### config.mk
export PLATFORM = sky130hd
export DESIGN_NAME = dual_timer
export DESIGN_NICKNAME = d
export VERILOG_FILES = /design/src/rtl/dual_timer.sv
export SDC_FILE = /design/constraint.sdc
export NUM_CORES = 1
export LEC_CHECK = 0
export ABC_AREA = 1
export BUFFER_PORTS_ARGS = -buffer_cell sky130_fd_sc_hd__buf_2
export CAP_MARGIN = 30
export CORE_MARGIN = 3
export CORE_UTILIZATION = 55
export CTS_CLUSTER_SIZE = 14
export DETAILED_ROUTE_END_ITERATION = 8
export GPL_TIMING_DRIVEN = 0
export PLACE_DENSITY_LB_ADDON = 0.25
export RECOVER_POWER = 50
export SETUP_SLACK_MARGIN = 0.5
export SLEW_MARGIN = 20
export SYNTH_ARGS = -nofsm -noshare
export SYNTH_HDL_FRONTEND = slang
export SYNTH_SLANG_ARGS = --single-unit
### constraint.sdc
create_clock -name clk -period 2.7 [get_ports clk]
set_input_delay 0.405 -clock clk [delete_from_list [all_inputs] [get_ports clk]]
set_output_delay 0.405 -clock clk [all_outputs]
set_load 0.005 [all_outputs]
### src/rtl/dual_timer.sv
module dual_timer #(
  parameter int DW     = 32,
  parameter int AW     = 12,
  parameter int N_CH   = 2,
  parameter int STRIDE = 32,
  parameter int PW     = 8
) (
  input  logic          clk,
  input  logic          rst_n,
  input  logic          tick_en,
  input  logic          wr_en,
  input  logic          rd_en,
  input  logic [AW-1:0] addr,
  input  logic [DW-1:0] wdata,
  output logic [DW-1:0] rdata,
  output logic          irq
);
  localparam int OW   = $clog2(STRIDE);
  localparam int CHW  = AW - OW;
  localparam int RW   = OW - 2;
  localparam int CFW  = 7;
  localparam int B_EN = 0, B_IE = 1, B_PER = 2, B_ONE = 3, B_WIDE = 4, B_PS = 5;
  localparam logic [CFW-1:0] CTRL_RST = 7'h02;
  localparam logic [RW-1:0] R_LOAD = 0, R_VAL = 1, R_CTRL = 2, R_CLR = 3,
                            R_RAW = 4, R_MSK = 5, R_BG = 6;

  wire [CHW-1:0] ch_idx  = addr[AW-1:OW];
  wire [RW-1:0]  reg_idx = addr[OW-1:2];

  logic [DW-1:0]  cnt_q   [N_CH];
  logic [DW-1:0]  lim_q   [N_CH];
  logic [CFW-1:0] ctrl_q  [N_CH];
  logic [N_CH-1:0] pend_q;
  logic [N_CH-1:0] mis;

  function automatic logic [DW-1:0] reload_of(input logic [CFW-1:0] cf,
                                              input logic [DW-1:0] lim);
    logic [DW-1:0] m;
    m = cf[B_WIDE] ? '1 : DW'(16'hFFFF);
    if (!cf[B_PER] && !cf[B_ONE]) return m;
    return lim & m;
  endfunction

  for (genvar c = 0; c < N_CH; c++) begin : g_ch
    logic [DW-1:0]  cnt, lim;
    logic [CFW-1:0] ctrl;
    logic [PW-1:0]  pre;
    logic           pend, hit, step;
    wire            wr_c = wr_en && (ch_idx == CHW'(c));

    always_comb begin
      case (ctrl[B_PS+1:B_PS])
        2'd0:    hit = 1'b1;
        2'd1:    hit = &pre[3:0];
        default: hit = &pre;
      endcase
    end
    assign step = tick_en && ctrl[B_EN] && hit;

    always_ff @(posedge clk) begin
      if (!rst_n) begin
        cnt  <= '0;
        lim  <= '0;
        ctrl <= CTRL_RST;
        pre  <= '0;
        pend <= 1'b0;
      end else begin
        if (!ctrl[B_EN])  pre <= '0;
        else if (tick_en) pre <= pre + 1'b1;
        if (wr_c && reg_idx == R_CLR) pend <= 1'b0;
        if (step) begin
          if (cnt <= DW'(1)) begin
            pend <= 1'b1;
            if (ctrl[B_ONE]) begin
              cnt        <= '0;
              ctrl[B_EN] <= 1'b0;
            end else begin
              cnt <= reload_of(ctrl, lim);
            end
          end else begin
            cnt <= cnt - 1'b1;
          end
        end
        if (wr_c) begin
          case (reg_idx)
            R_LOAD: begin
              lim <= wdata;
              cnt <= reload_of(ctrl, wdata);
              pre <= '0;
            end
            R_CTRL: begin
              ctrl <= wdata[CFW-1:0];
              pre  <= '0;
              if (wdata[B_EN]) cnt <= reload_of(wdata[CFW-1:0], lim);
            end
            R_BG:    lim <= wdata;
            default: ;
          endcase
        end
      end
    end

    assign cnt_q[c]  = cnt;
    assign lim_q[c]  = lim;
    assign ctrl_q[c] = ctrl;
    assign pend_q[c] = pend;
    assign mis[c]    = pend & ctrl[B_IE];
  end

  always_comb begin
    rdata = '0;
    for (int c = 0; c < N_CH; c++) begin
      if (rd_en && ch_idx == CHW'(c)) begin
        case (reg_idx)
          R_LOAD, R_BG: rdata = lim_q[c];
          R_VAL:        rdata = cnt_q[c];
          R_CTRL:       rdata = DW'(ctrl_q[c]);
          R_RAW:        rdata = DW'(pend_q[c]);
          R_MSK:        rdata = DW'(mis[c]);
          default:      rdata = '0;
        endcase
      end
    end
  end

  assign irq = |mis;
endmodule

==> results.md <==
- Hold crit path type: input pin to flop
- Worst Setup End Kind: output port
- Clk_lat worst skew: 0.46 ns
- Adder-cell share of the synthesized area: 0.6089%
- TritonCTS clock tree: done
- Slew Viols, Final: 0
- DRT iter0 DRCs: 2754
- First-pass GRT wire length: 84720 microns
- Top cell family by delay on the critical path: buffers and inverters
- Simple-gate portion of the synthesized area: 30.73%
- Mux cell area share after synthesis: 0%
- Post-route non-filler standard cell count: 2453
- Site Rows: 54
- Routed Antenna Nets: 0
- Antenna Cells: 0
- Synth Area in Compound Gates: 29.95%
- Fin nets: 2215
- Hold Vio Cnt, Final: 0
- Main combinational cell family by area after synthesis: simple AND/OR/NAND/NOR gates
- DRC: 0
- Unrepaired setup endpoints after global routing: yes
- Worst relative slew slack: 35.94%
- Routability cong.: 1.075
- Seq/Total Area, Yosys: 25.98%
- Tot GR Track Use: 45.63%
- Mapped Cells: 2045
- DR WL/cell: 23.36 microns
- Bufs and invs on worst path: 5
- Core footprint: 21960 sq um
- R2r setup slk: 0.37 ns
- Hold_buf cts: 0
- Drt first pass iters: 7
- Final period util: 89.65%
- Power per cell area: 390.0 nW/um^2
- Hold path cells: 3
- Synth async-reset ratio: 0%
- Yosys cell types: 49
- Worst R2R Path Depth: 10
- DR vias/cell: 6.628
- Hpwl dp: 43580 microns
- Number of global-route vias before repair: 14900
- Layout Skew: 0.01546 ns
- Clk buf depth: 2
- Leak pwr: 6.264 nW
- Ports: 82
- Die W: 155.7 microns
- Pre-CTS WS: -0.1806 ns
- Total gr overflow: 0
- Area Growth Syn to Fin: 16.09%
- Synth warn: 0
- Synthesized cell area: 12330 sq um
- Max stage delay on crit path: 0.34 ns
- CP Depth: 10
- Setup WS post-layout: 0.2795 ns
- CTS Buf Count: 17
- CP Data Arrival Time: 2.02 ns
- Initial antenna violation count: 0
- Mean area per synthesized cell: 6.029 sq um
- # setup viols final: 0
- Count of input and output buffers: 76
- Initial core utilization: 56.15%
- Max-cap violation count: 0
- EDFF count, synth: 0
- Root buf cell: clkbuf_16
- Routed wire length: 57290 microns
- Peak supply drop: 0.3408 mV
- Setup crit start kind: input pin
- Flops & latches, synth: 160
- Post-Syn Nets: 2100
- Vias: 16260
- Status: complete, no violations
- Max frequency: 413.1 MHz
- Placed cell count: 2401
- Post-Synth XOR/XNOR Area: 1.563%
- Die height: 155.7 microns
- Register clock-pin slew on the reported worst setup and hold paths: 0.07 ns
- Die ar.: 24250 sq um
- Htree depth: 4
- Layout cells sized above 1: 13.99%
- Clk sinks: 160
- Slew @ Worst Pin: 0.9608 ns
- Post-layout min period: 2.421 ns
- Critical setup path kind: input pin to output port
- Largest net degree at the start of global routing: 19
- Top FF cell, synth: dfxtp_1
- Crit Path Max Fanout: 10
- WP data required: 2.30 ns
- Worst-path cell chain: buf_12, nor2_1, inv_2, nor2_2, inv_2, nand2_4, buf_12, a22oi_1, o22ai_2, buf_2
- Slowest CP cell: nor2_1
- Fillers: 2135
## Yosys cell counts (all sizes together), types with 2 or more instances
library cell	number	area, sq um
nand2	420	1653
a21oi	297	1501
nor2	221	999.7
inv	210	788.3
o21ai	186	938.4
nand3	177	935.9
dfxtp	160	3203
clkbuf	92	345.3
a22oi	48	360.4
o22ai	44	275.3
buf	42	236.5
a31oi	32	200.2
o211ai	25	197.7
nand4	17	106.4
o31ai	16	120.1
xor2	12	105.1
xnor2	10	87.58
nor3	8	40.04
ha	6	75.07
o221ai	4	35.03
o21bai	3	22.52
a221oi	2	17.52
and3	2	12.51
clkinv	2	7.510
nor3b	2	15.01
## sequential cells by signal (all words and copies together), names as in the netlist
register   count
g_ch.pre      16
g_ch.lim      64
g_ch.pend      2
g_ch.cnt      64
g_ch.ctrl     14
## power by group
| group | total [mW] | internal [mW] | switching (mW) |
|---|---|---|---|
| clock network | 2.53 | 1.24 | 1.29 |
| logic | 0.690 | 0.194 | 0.496 |
| registers | 2.36 | 2.36 | 0.00442 |
## cell families after synthesis
family | count (synthesis)
simple gates | 851
buf+inv | 346
flops | 160
compound gates | 660
xor+xnor | 22
fa+ha+maj | 6
## area by class of cell
type / count / area [sq um] / share of cell area [%]
Multi-Input combinational cell: 1540 / 7964 / 55.64
Sequential cell: 160 / 3209 / 22.42
Inverter: 212 / 805.8 / 5.629
Buffer: 134 / 793.3 / 5.542
Timing Repair Buffer: 95 / 593.1 / 4.143
Clock buffer: 17 / 425.4 / 2.972
Tap cell: 280 / 350.3 / 2.448
Clock inverter: 15 / 172.7 / 1.206
## tightest hold or removal path, delay by kind of cell
family	cells	cell delay, ns
AND/OR/NAND/NOR	1	0.08
buffers and inverters	1	0.12
AO/OA/AOI/OAI	1	0.06
## timing repair
item                                    CTS  global route
pin swaps                                 4            17
resized for setup                        90            93
endpoints found under the setup margin   90            87
setup buffers                             5            13
endpoints found under the hold margin     0             0
gates cloned                              1             1
## cells in the final DEF, fill, tap and decap left out, types with 18 or more instances in the layout
cell type  instances
nand3_1          167
clkbuf_1          76
o21ai_0          161
buf_2             81
nand2_1          397
a22oi_1           47
a21oi_1          294
inv_1            188
buf_4             21
o211ai_1          23
a31oi_1           32
clkbuf_16         18
nor2_2            25
o21ai_1           23
dfxtp_1          157
o22ai_1           30
nor2_1           182
inv_2             20
## routing by layer
metal | global-route usage [%] | wire [microns] | vias to the layer above
li1 | - | - | 7191
met1 | 60.24 | 21560 | 7387
met2 | 67.03 | 23240 | 1351
met3 | 12.95 | 8350 | 330
met4 | 25.57 | 4147 | 0
met5 | 0 | 0 | -
## metrics by stage
| stage | power [mW] | hold WS, ns | cell area, sq um | setup TNS, ns | utilization [%] |
|---|---|---|---|---|---|
| 2_1_floorplan | 2.759 | 0.4508 | 12330 | 0 | - |
| 3_3_place_gp | 2.998 | 0.4717 | 13060 | -1.101 | 59.48 |
| 3_5_place_dp | 3.000 | 0.4730 | 13060 | -0.6199 | 59.48 |
| 4_1_cts | 5.445 | 0.2626 | 14010 | 0 | 63.79 |
| 5_1_grt | 5.648 | 0.2778 | 14310 | 0 | 65.19 |
| 6_report | 5.583 | 0.2605 | 14310 | 0 | 65.19 |
## path summary, 6_finish.rpt
path / start / endpoint
worst max-delay path: addr[4] / rdata[16]
worst min-delay path: wdata[21] / g_ch[1].lim[21]$_SDFFE_PN0P_
worst max register to register: g_ch[0].pre[0]$_SDFF_PN0_ / g_ch[0].cnt[28]$_SDFF_PN0_
worst min register to register: g_ch[0].pre[1]$_SDFF_PN0_ / g_ch[0].pre[1]$_SDFF_PN0_
No activity file was read; power rests on OpenSTA's default activity.
